`src/rtl/desc_tx_dma_pkg.sv`:
```
package desc_tx_dma_pkg;

    localparam int WORD_W   = 32;
    localparam int LEN_W    = 11;
    localparam int BIT_SOP  = 31;
    localparam int BIT_EOP  = 30;
    localparam int BIT_OWN  = 29;
    localparam int BIT_EOQ  = 28;
    localparam int DESC_WORDS = 4;

    typedef enum logic [1:0] {
        SEL_CTRL = 2'd0,
        SEL_HEAD = 2'd1,
        SEL_DONE = 2'd2,
        SEL_NONE = 2'd3
    } reg_sel_e;

    typedef enum logic [2:0] {
        WK_IDLE,
        WK_FETCH_REQ,
        WK_FETCH_CAP,
        WK_CHECK,
        WK_LOAD_REQ,
        WK_LOAD_CAP,
        WK_SEND,
        WK_RETIRE
    } walk_state_e;

    // number of bytes put on the stream for a given packet length
    function automatic logic [LEN_W-1:0] frame_bytes(input logic [LEN_W-1:0] len,
                                                     input int unsigned floor_b);
        if (32'(len) < floor_b)
            return LEN_W'(floor_b);
        return len;
    endfunction

    // mode word as written back when a descriptor is finished
    function automatic logic [WORD_W-1:0] retire_mode(input logic [WORD_W-1:0] m,
                                                      input logic at_end);
        logic [WORD_W-1:0] r;
        r          = m;
        r[BIT_OWN] = 1'b0;
        r[BIT_EOQ] = at_end;
        return r;
    endfunction

endpackage

```
`src/rtl/desc_tx_dma_regs.sv`:
```
module desc_tx_dma_regs
    import desc_tx_dma_pkg::*;
#(
    parameter int ADDR_W = 16
) (
    input  logic              clk,
    input  logic              rst,
    input  logic              cfg_we,
    input  logic [1:0]        cfg_addr,
    input  logic [31:0]       cfg_wdata,
    output logic [31:0]       cfg_rdata,
    input  logic              busy,
    input  logic              hw_head_we,
    input  logic [ADDR_W-1:0] hw_head_val,
    input  logic              hw_done_we,
    input  logic [ADDR_W-1:0] hw_done_val,
    output logic              enable,
    output logic              srst,
    output logic [ADDR_W-1:0] head
);

    logic              en_q;
    logic              srst_q;
    logic [ADDR_W-1:0] head_q;
    logic [ADDR_W-1:0] done_q;
    logic              wr_ctrl, wr_head, wr_done;
    logic              unused_wbits;

    assign wr_ctrl = cfg_we && (reg_sel_e'(cfg_addr) == SEL_CTRL);
    assign wr_head = cfg_we && (reg_sel_e'(cfg_addr) == SEL_HEAD);
    assign wr_done = cfg_we && (reg_sel_e'(cfg_addr) == SEL_DONE);
    assign unused_wbits = ^cfg_wdata[31:ADDR_W];

    always_ff @(posedge clk) begin
        if (rst) begin
            en_q   <= 1'b0;
            srst_q <= 1'b0;
            head_q <= '0;
            done_q <= '0;
        end else begin
            srst_q <= wr_ctrl && cfg_wdata[1];
            if (wr_ctrl)
                en_q <= cfg_wdata[0];

            if (srst_q)
                head_q <= '0;
            else if (hw_head_we)
                head_q <= hw_head_val;
            else if (wr_head && !busy)
                head_q <= cfg_wdata[ADDR_W-1:0];

            if (srst_q)
                done_q <= '0;
            else if (hw_done_we)
                done_q <= hw_done_val;
            else if (wr_done)
                done_q <= cfg_wdata[ADDR_W-1:0];
        end
    end

    always_comb begin
        unique case (reg_sel_e'(cfg_addr))
            SEL_CTRL: cfg_rdata = {30'd0, srst_q, en_q};
            SEL_HEAD: cfg_rdata = 32'(head_q);
            SEL_DONE: cfg_rdata = 32'(done_q);
            default:  cfg_rdata = '0;
        endcase
    end

    assign enable = en_q;
    assign srst   = srst_q;
    assign head   = head_q;

endmodule

```
`src/rtl/desc_tx_dma_lane_pick.sv`:
```
module desc_tx_dma_lane_pick #(
    parameter int LANES = 4,
    localparam int SEL_W = $clog2(LANES)
) (
    input  logic [8*LANES-1:0] word,
    input  logic [SEL_W-1:0]   lane,
    input  logic               use_data,
    output logic [7:0]         byte_out
);

    logic [7:0] lanes [LANES];

    for (genvar g = 0; g < LANES; g++) begin : g_lane
        assign lanes[g] = word[8*g +: 8];
    end

    assign byte_out = use_data ? lanes[lane] : 8'h00;

endmodule

```
`src/rtl/desc_tx_dma_walker.sv`:
```
module desc_tx_dma_walker
    import desc_tx_dma_pkg::*;
#(
    parameter int          ADDR_W    = 16,
    parameter int unsigned MIN_FRAME = 60
) (
    input  logic              clk,
    input  logic              rst,
    input  logic              srst,
    input  logic              enable,
    input  logic [ADDR_W-1:0] head,
    output logic              busy,
    output logic              hw_head_we,
    output logic [ADDR_W-1:0] hw_head_val,
    output logic              hw_done_we,
    output logic [ADDR_W-1:0] hw_done_val,
    output logic              mem_req,
    output logic              mem_we,
    output logic [ADDR_W-1:0] mem_addr,
    output logic [31:0]       mem_wdata,
    input  logic [31:0]       mem_rdata,
    output logic              beat_valid,
    input  logic              beat_ready,
    output logic              beat_last,
    output logic              beat_payload,
    output logic [1:0]        beat_lane,
    output logic [31:0]       beat_word
);

    walk_state_e       st_q;
    logic [ADDR_W-1:0] cur_q, nxt_q, buf_q;
    logic [31:0]       mode_q, word_q;
    logic [LEN_W-1:0]  bidx_q;
    logic [1:0]        fidx_q;

    logic [LEN_W-1:0]  len, total, bidx_nx;
    logic              owned, at_end, final_beat;

    assign len        = mode_q[LEN_W-1:0];
    assign total      = frame_bytes(len, MIN_FRAME);
    assign bidx_nx    = bidx_q + LEN_W'(1);
    assign owned      = mode_q[BIT_OWN];
    assign at_end     = (nxt_q == '0);
    assign final_beat = (bidx_q == total - LEN_W'(1));

    always_ff @(posedge clk) begin
        if (rst || srst) begin
            st_q   <= WK_IDLE;
            cur_q  <= '0;
            nxt_q  <= '0;
            buf_q  <= '0;
            mode_q <= '0;
            word_q <= '0;
            bidx_q <= '0;
            fidx_q <= '0;
        end else begin
            unique case (st_q)
                WK_IDLE: begin
                    if (enable && head != '0) begin
                        cur_q  <= head;
                        fidx_q <= '0;
                        st_q   <= WK_FETCH_REQ;
                    end
                end
                WK_FETCH_REQ: st_q <= WK_FETCH_CAP;
                WK_FETCH_CAP: begin
                    unique case (fidx_q)
                        2'd0:    nxt_q  <= mem_rdata[ADDR_W-1:0];
                        2'd1:    buf_q  <= mem_rdata[ADDR_W-1:0];
                        2'd2:    ;
                        default: mode_q <= mem_rdata;
                    endcase
                    if (fidx_q == 2'(DESC_WORDS - 1)) begin
                        st_q <= WK_CHECK;
                    end else begin
                        fidx_q <= fidx_q + 2'd1;
                        st_q   <= WK_FETCH_REQ;
                    end
                end
                WK_CHECK: begin
                    bidx_q <= '0;
                    if (!owned)
                        st_q <= WK_IDLE;
                    else if (len != '0)
                        st_q <= WK_LOAD_REQ;
                    else
                        st_q <= WK_SEND;
                end
                WK_LOAD_REQ: st_q <= WK_LOAD_CAP;
                WK_LOAD_CAP: begin
                    word_q <= mem_rdata;
                    st_q   <= WK_SEND;
                end
                WK_SEND: begin
                    if (beat_ready) begin
                        if (final_beat) begin
                            st_q <= WK_RETIRE;
                        end else begin
                            bidx_q <= bidx_nx;
                            if (bidx_nx[1:0] == 2'd0 && bidx_nx < len)
                                st_q <= WK_LOAD_REQ;
                        end
                    end
                end
                default: st_q <= WK_IDLE;
            endcase
        end
    end

    always_comb begin
        mem_req   = 1'b0;
        mem_we    = 1'b0;
        mem_addr  = '0;
        mem_wdata = '0;
        unique case (st_q)
            WK_FETCH_REQ: begin
                mem_req  = 1'b1;
                mem_addr = cur_q + ADDR_W'(fidx_q);
            end
            WK_LOAD_REQ: begin
                mem_req  = 1'b1;
                mem_addr = buf_q + ADDR_W'(bidx_q >> 2);
            end
            WK_RETIRE: begin
                mem_req   = 1'b1;
                mem_we    = 1'b1;
                mem_addr  = cur_q + ADDR_W'(DESC_WORDS - 1);
                mem_wdata = retire_mode(mode_q, at_end);
            end
            default: ;
        endcase
    end

    assign busy         = (st_q != WK_IDLE);
    assign hw_head_we   = (st_q == WK_RETIRE) || (st_q == WK_CHECK && !owned);
    assign hw_head_val  = nxt_q;
    assign hw_done_we   = (st_q == WK_RETIRE);
    assign hw_done_val  = cur_q;

    assign beat_valid   = (st_q == WK_SEND);
    assign beat_last    = (st_q == WK_SEND) && final_beat;
    assign beat_payload = (bidx_q < len);
    assign beat_lane    = bidx_q[1:0];
    assign beat_word    = word_q;

endmodule

```
`src/rtl/desc_tx_dma.sv`:
```
module desc_tx_dma
    import desc_tx_dma_pkg::*;
#(
    parameter int          ADDR_W    = 16,
    parameter int unsigned MIN_FRAME = 60
) (
    input  logic              clk,
    input  logic              rst,
    input  logic              cfg_we,
    input  logic [1:0]        cfg_addr,
    input  logic [31:0]       cfg_wdata,
    output logic [31:0]       cfg_rdata,
    output logic              mem_req,
    output logic              mem_we,
    output logic [ADDR_W-1:0] mem_addr,
    output logic [31:0]       mem_wdata,
    input  logic [31:0]       mem_rdata,
    output logic              tx_valid,
    input  logic              tx_ready,
    output logic [7:0]        tx_data,
    output logic              tx_last
);

    logic              enable, srst, busy;
    logic [ADDR_W-1:0] head;
    logic              hw_head_we, hw_done_we;
    logic [ADDR_W-1:0] hw_head_val, hw_done_val;
    logic              beat_payload;
    logic [1:0]        beat_lane;
    logic [31:0]       beat_word;

    desc_tx_dma_regs #(.ADDR_W(ADDR_W)) u_regs (
        .clk         (clk),
        .rst         (rst),
        .cfg_we      (cfg_we),
        .cfg_addr    (cfg_addr),
        .cfg_wdata   (cfg_wdata),
        .cfg_rdata   (cfg_rdata),
        .busy        (busy),
        .hw_head_we  (hw_head_we),
        .hw_head_val (hw_head_val),
        .hw_done_we  (hw_done_we),
        .hw_done_val (hw_done_val),
        .enable      (enable),
        .srst        (srst),
        .head        (head)
    );

    desc_tx_dma_walker #(.ADDR_W(ADDR_W), .MIN_FRAME(MIN_FRAME)) u_walk (
        .clk          (clk),
        .rst          (rst),
        .srst         (srst),
        .enable       (enable),
        .head         (head),
        .busy         (busy),
        .hw_head_we   (hw_head_we),
        .hw_head_val  (hw_head_val),
        .hw_done_we   (hw_done_we),
        .hw_done_val  (hw_done_val),
        .mem_req      (mem_req),
        .mem_we       (mem_we),
        .mem_addr     (mem_addr),
        .mem_wdata    (mem_wdata),
        .mem_rdata    (mem_rdata),
        .beat_valid   (tx_valid),
        .beat_ready   (tx_ready),
        .beat_last    (tx_last),
        .beat_payload (beat_payload),
        .beat_lane    (beat_lane),
        .beat_word    (beat_word)
    );

    desc_tx_dma_lane_pick #(.LANES(WORD_W / 8)) u_pick (
        .word     (beat_word),
        .lane     (beat_lane),
        .use_data (beat_payload),
        .byte_out (tx_data)
    );

endmodule

```
`config.mk`:
```
export PLATFORM = sky130hd
export DESIGN_NAME = desc_tx_dma
export DESIGN_NICKNAME = d
export VERILOG_FILES = /design/src/rtl/desc_tx_dma_pkg.sv /design/src/rtl/desc_tx_dma_regs.sv /design/src/rtl/desc_tx_dma_lane_pick.sv /design/src/rtl/desc_tx_dma_walker.sv /design/src/rtl/desc_tx_dma.sv
export SDC_FILE = /design/constraint.sdc
export NUM_CORES = 1
export LEC_CHECK = 0
export BUFFER_PORTS_ARGS = -buffer_cell sky130_fd_sc_hd__buf_2
export CAP_MARGIN = 20
export CORE_MARGIN = 2
export CORE_UTILIZATION = 57
export DETAILED_ROUTE_END_ITERATION = 16
export PLACE_DENSITY = 0.81
export SLEW_MARGIN = 0
export SYNTH_ARGS = -nofsm -noshare
export SYNTH_HDL_FRONTEND = slang
export SYNTH_SLANG_ARGS = --single-unit
```
`constraint.sdc`:
```
create_clock -name clk -period 3.6 [get_ports clk]
set_input_delay 0.72 -clock clk [delete_from_list [all_inputs] [get_ports clk]]
set_output_delay 0.72 -clock clk [all_outputs]
set_load 0.01 [all_outputs]
```
==> results of run 1 <==
## power by group
| group | total (W) | internal (W) | switching, W |
|---|---|---|---|
| Combinational | 0.000193 | 0.0000638 | 0.000129 |
| Clock | 0.00183 | 0.00108 | 0.000748 |
| Sequential | 0.00181 | 0.00180 | 0.0000169 |
## synth_stat cells, types with 10 or more instances
master,number
a211oi_1,17
a21oi_1,112
a22o_1,15
a311oi_1,16
and2_1,24
and3_1,11
buf_4,17
clkbuf_1,71
dfxtp_1,161
ha_1,37
inv_1,23
mux2i_1,38
nand2_1,270
nand3_1,21
nand4_1,11
nor2_1,82
nor2b_1,12
nor3_1,11
nor4_1,10
o21ai_0,10
o22ai_1,17
xnor2_1,21
xor2_1,24
## metrics by stage
step	setup WS, ns	hold WS, ns	cells
2_1_floorplan	0.212	0.432	1148
3_3_place_gp	0.320	0.437	1390
3_5_place_dp	0.292	0.442	1391
4_1_cts	0.0313	0.451	1422
5_1_grt	-0.0771	0.473	1431
6_report	0.0404	0.450	1431
## sequential cells by signal, summed over array words and instances (netlist names), 3 cells and up
register,cells
u_walk.buf_q,16
u_regs.done_q,16
u_walk.beat_word,32
u_walk.st_q,3
u_walk.mode_q,31
u_walk.hw_done_val,16
u_walk.hw_head_val,16
u_walk.bidx_q,11
u_regs.head,16
## worst reg2reg max path, stage by stage (launching register included)
cell	delay (ns)
dfxtp_4	0.37
nor4_4	0.30
nand3_2	0.15
nand2_2	0.11
ha_4	0.15
nor3b_4	0.19
xnor2_1	0.14
mux2_2	0.35
a22o_1	0.19
nand4_1	0.13
nor2_2	0.06
buf_4	0.14
o41a_1	0.57
a31o_1	0.31
## kinds of logic (layout without fill, tap and decap cells)
group,Yosys count,in the layout,share of synthesized area (%)
and+or+nand+nor,483,483,24.0
muxes,47,47,6.44
AOI/OAI and AO/OA,236,236,17.1
buffers and inverters,120,215,5.97
DFF,161,161,36.3
adders and majority gates,39,39,5.66
xor gates and xnor gates,45,45,4.44
other,1,17,0.0422
## layer usage
| metal | track usage, % | vias up | share of wire [%] |
|---|---|---|---|
| met5 | 0 | - | 0 |
| met4 | 12.0 | 0 | 3.3 |
| met3 | 5.20 | 67 | 8.6 |
| met2 | 48.6 | 416 | 46 |
| met1 | 42.9 | 4016 | 43 |
| li1 | - | 4068 | - |
## area by class of cell
cell class	instances	area, um^2	area share [%]
Clock buffer	20	467	4.49
Inverter	23	86.3	0.831
Sequential cell	161	3240	31.2
Clock inverter	11	129	1.24
Tap cell	188	235	2.26
Multi-Input combinational cell	867	5310	51.1
Timing Repair Buffer	161	928	8.93
## repair_timing
| item | 4_1_cts | 5_1_grt |
|---|---|---|
| setup buffers | 0 | 8 |
| pin swaps | 4 | 15 |
| hold endpoints to repair | 0 | 0 |
| gates resized for setup | 12 | 22 |
| cloned | 0 | 0 |
| setup endpoints to repair | 9 | 14 |
## final timing paths
| check | from | end | slack, ns |
|---|---|---|---|
| setup / recovery | u_walk.mode_q[7] | tx_last | 0.04 |
| hold / removal | u_walk.mode_q[26] | u_walk.mode_q[26] | 0.45 |
| setup reg to reg | u_walk.mode_q[7] | u_walk.bidx_q[2] | 0.33 |
| hold reg to reg | u_walk.mode_q[26] | u_walk.mode_q[26] | 0.45 |
==> flow_summary.toml, run 1 <==
[placement]
gp_congestion = 0.930
hpwl_um = 17700
dpl_cell_area_mm2 = 0.00960
io_buffers = 128

[pwr]
ir_drop_uv = 331
p_per_area_mw_per_mm2 = 369
total_power_w = 0.00383
p_leak_nw = 4.26

[finish]
area_growth_pct = 17.0
final_cell_mix = "nand2_1, dfxtp_1, buf_2"
antennaDiodeCount = 0
finish.utilization_pct = 68.4
nFillCells = 1235
final_common_cell = "nand2_1"
design_area_mm2 = 0.0104
fin_nets = 1340
layout-drive-gt1-share_pct = 19.3

[critical_path]
critPathSlowestCell = "dfxtp_4"
worstSetupPathType = "register to output pin"
startpoint_type = "register"
end_kind = "output pin"
required_ns = 2.88
worstPathArrival_ns = 2.84
crit_cells = 13
r2r_cells = 13
crit_chain = "nor4_4, nand3_2, nand2_2, ha_4, nor3b_4, xnor2_1, mux2_2, a22o_1, nand4_1, nor2_2, nand2_1, inv_1, buf_2"
cp_max_fo = 5
cpLargestDelayFamily = "simple AND/OR/NAND/NOR gates"
cp_num_buf_inv = 2
cp_slowest_stage_delay_ns = 0.37

[global_route]
grt_max_degree = 148
grt_pass1_vias = 7880
grt_pass1_wl_um = 40700
track_usage_pct = 31.0
grt-ovfl-total = 0
antenna_found_initial = 0

[sta]
setup_violations = 0
slew_viol_final = 0
relSlewSlack_pct = 37.8
rsz0062_at_grt = "yes"
finalClockSkew_ns = 0.0106
post-route-min-period_ns = 3.56
hold_violations = 0
fin_setup_tns_ns = 0
tightest_slew_ns = 0.931
min_period_over_period_pct = 98.9
fmax_mhz = 281

[synthesis]
async_reset_ff_share_pct = 0
synth_edf_count = 0
ys_warn_count = 0
yosys.area.top_type = "dfxtp_1"
synth_area_mm2 = 0.00888
synth.distinct_cells = 61
syn_inst = 1132
ys_seq_area_share_pct = 36.3
avgSynthCellArea_um2 = 7.85
synth_area_leaders = "dfxtp_1, nand2_1, a21oi_1"
synth_top_area_share_pct = 36.3
synth-seq-cells = 161
yosys_most_used_dff = "dfxtp_1"

[routing]
firstDrtPassIters = 6
drt_wl_total_um = 25400
drtAntennaViolNets = 0
wl_per_cell_um = 17.8
drt-vias-per-instance = 5.99
drt-initial-drc-count = 818
drc_errors = 0
via_count = 8567

[cts]
cts_made_buffers = 17
clock-sinks = 161
clkLatencyLatePin_ns = 0.43
path_clk_slew_ns = 0.06
h-tree-depth = 4
hold_buffers = 0
cts_tree = "yes"
max-clock-path-buffers = 2
clockRootBuffer = "clkbuf_16"

[floorplan]
io_pins = 162
rows = 45
die_h_um = 129
dieArea_mm2 = 0.0166
start_util_pct = 58.4
core_mm2 = 0.0152
die_x_um = 129

[worst_hold_path]
min_path_cells = 2
hp-class = "register to register"

[status]
status = "complete, no violations"

[run]
drv_cap = 0
No activity file was read; power rests on OpenSTA's default activity.
==> run 2: changes to the inputs <==
--- a/config.mk
+++ b/config.mk
@@ -5,12 +5,12 @@
 export SDC_FILE = /design/constraint.sdc
 export NUM_CORES = 1
 export LEC_CHECK = 0
-export BUFFER_PORTS_ARGS = -buffer_cell sky130_fd_sc_hd__buf_2
 export CAP_MARGIN = 20
 export CORE_MARGIN = 2
-export CORE_UTILIZATION = 57
+export CORE_UTILIZATION = 60
 export DETAILED_ROUTE_END_ITERATION = 16
-export PLACE_DENSITY = 0.81
+export DONT_BUFFER_PORTS = 1
+export PLACE_DENSITY = 0.76
 export SLEW_MARGIN = 0
 export SYNTH_ARGS = -nofsm -noshare
 export SYNTH_HDL_FRONTEND = slang
==> run 2 against run 1 <==
Effect of this change:
- hold slack worse by 0.094 ns
- largest cell class unchanged
- critical path depth down 1
- via count down 7.5%
- final cell count down 8.5%
- flip-flop and latch count unchanged
- sequential power about the same
- worst setup slack better by 0.016 ns
- highest routed layer unchanged
- final area down 6.5%
- critical endpoint unchanged
==> flow_summary.toml, run 2 (synthesized netlist as in run 1, its figures left out) <==
[status]
status = "complete, no violations"

[sta]
fmax_mhz = 282
slew_viol_final = 0
fin_setup_tns_ns = 0
post-route-min-period_ns = 3.54
hold_violations = 0
setup_violations = 0
rsz0062_at_grt = "yes"
relSlewSlack_pct = 34.0
finalClockSkew_ns = 0.00758
min_period_over_period_pct = 98.4
whs_ns = 0.356
tightest_slew_ns = 0.988

[routing]
firstDrtPassIters = 5
drt-initial-drc-count = 752
drt-vias-per-instance = 6.05
drtAntennaViolNets = 0
via_count = 7923
drt_wl_total_um = 24000
drc_errors = 0
wl_per_cell_um = 18.4

[finish]
regArea_mm2 = 0.00323
nFillCells = 1189
instances_no_fill = 1309
antennaDiodeCount = 0
final_common_cell = "nand2_1"
largest_reg_flops = 32
layout-drive-gt1-share_pct = 10.0
finish.utilization_pct = 67.1
final_cell_mix = "nand2_1, dfxtp_1, a21oi_1"
design_area_mm2 = 0.00972
area_growth_pct = 9.39
fin_nets = 1221
multi_input_area_mm2 = 0.00527

[critical_path]
r2r_end = "u_walk.bidx_q[5]"
timing.rr.start = "u_walk.mode_q[9]"
cp_max_fo = 5
endpoint = "tx_last"
required_ns = 2.88
worstSetupPathType = "register to output pin"
end_kind = "output pin"
r2r_cells = 12
worstPathArrival_ns = 2.82
startpoint_type = "register"
timing.reg2reg.setup_slack_ns = 0.42
critPathLaunch = "u_walk.mode_q[9]"

[pwr]
p_switching_w = 0.000865
power_frac_clock_pct = 46.4
p_per_area_mw_per_mm2 = 372
p_leak_nw = 3.65
intPower_w = 0.00275
pwr-share-comb_pct = 3.3
switching_share_pct = 23.9
pwr-share-seq_pct = 50.3
ir_drop_uv = 331

[worst_hold_path]
min_from = "rst"
hp-class = "primary input to register"

[floorplan]
dieArea_mm2 = 0.0158
die_h_um = 126
io_pins = 162
rows = 44
core_mm2 = 0.0145
start_util_pct = 61.4
die_x_um = 126

[cts]
clock-sinks = 161
h-tree-depth = 4
hold_buffers = 0
path_clk_slew_ns = 0.07
cts_tree = "yes"
max-clock-path-buffers = 2
clkLatencyLatePin_ns = 0.43
clockRootBuffer = "clkbuf_16"
cts_made_buffers = 17

[global_route]
grt_max_degree = 92
track_usage_pct = 30.3
grt-ovfl-total = 0
grt_pass1_wl_um = 38500
grt_pass1_vias = 7514
antenna_found_initial = 0

[placement]
hpwl_um = 17300
io_buffers = 0
dpl_cell_area_mm2 = 0.00906
gp_congestion = 0.919
dpl.cell_count = 1275

[run]
drv_cap = 0
run 2: worst min path at each step:
stage                              endpoint  cells after the start
final                         u_regs.enable                      1
after global routing          u_regs.enable                      1
after CTS                     u_regs.enable                      1
after detailed placement  u_walk.mode_q[29]                      2
after global placement    u_walk.mode_q[21]                      2
after floorplan           u_walk.mode_q[11]                      2
run 2: per-stage QoR:
stage          setup slack, ns  power, W
3_5_place_dp             0.325   0.00197
4_1_cts                0.00553   0.00362
3_3_place_gp             0.395   0.00197
5_1_grt                -0.0489   0.00371
2_1_floorplan            0.212   0.00196
6_report                0.0564   0.00361
run 2: power by group through the flow:
stage               Combinational, W  Clock (W)  Sequential, W
floorplan                   0.000113          0        0.00185
global placement            0.000118          0        0.00185
detailed placement          0.000119          0        0.00185
CTS                         0.000119    0.00168        0.00181
global route                0.000132    0.00176        0.00181
finish                      0.000121    0.00168        0.00181
run 2: metal layers:
metal	global-route usage [%]	part of all wire [%]
met5	0	0
met4	11.9	3.2
met3	8.58	9.5
met2	47.2	46
met1	40.0	42
run 2: area by class of cell:
class / count / share of cell area, %
Clock buffer: 19 / 4.56
Clock inverter: 13 / 1.07
Inverter: 23 / 0.888
Multi-Input combinational cell: 867 / 54.2
Sequential cell: 161 / 33.3
Tap cell: 184 / 2.37
Timing Repair Buffer: 42 / 3.66
run 2: worst max-delay path, stage by stage (launching register included):
cell,delay (ns)
dfxtp_2,0.37
nor4_4,0.31
nand3_1,0.15
nand2_1,0.14
ha_4,0.15
nor3b_4,0.21
xnor2_1,0.16
mux2_2,0.36
a22o_1,0.17
nand4_1,0.12
nor2_2,0.07
nand2_1,0.11
inv_1,0.09
run 2: repair_timing:
action | CTS | global route
pin swaps | 1 | 9
setup buffers | 0 | 1
endpoints found under the setup margin | 9 | 11
gates resized for setup | 4 | 19
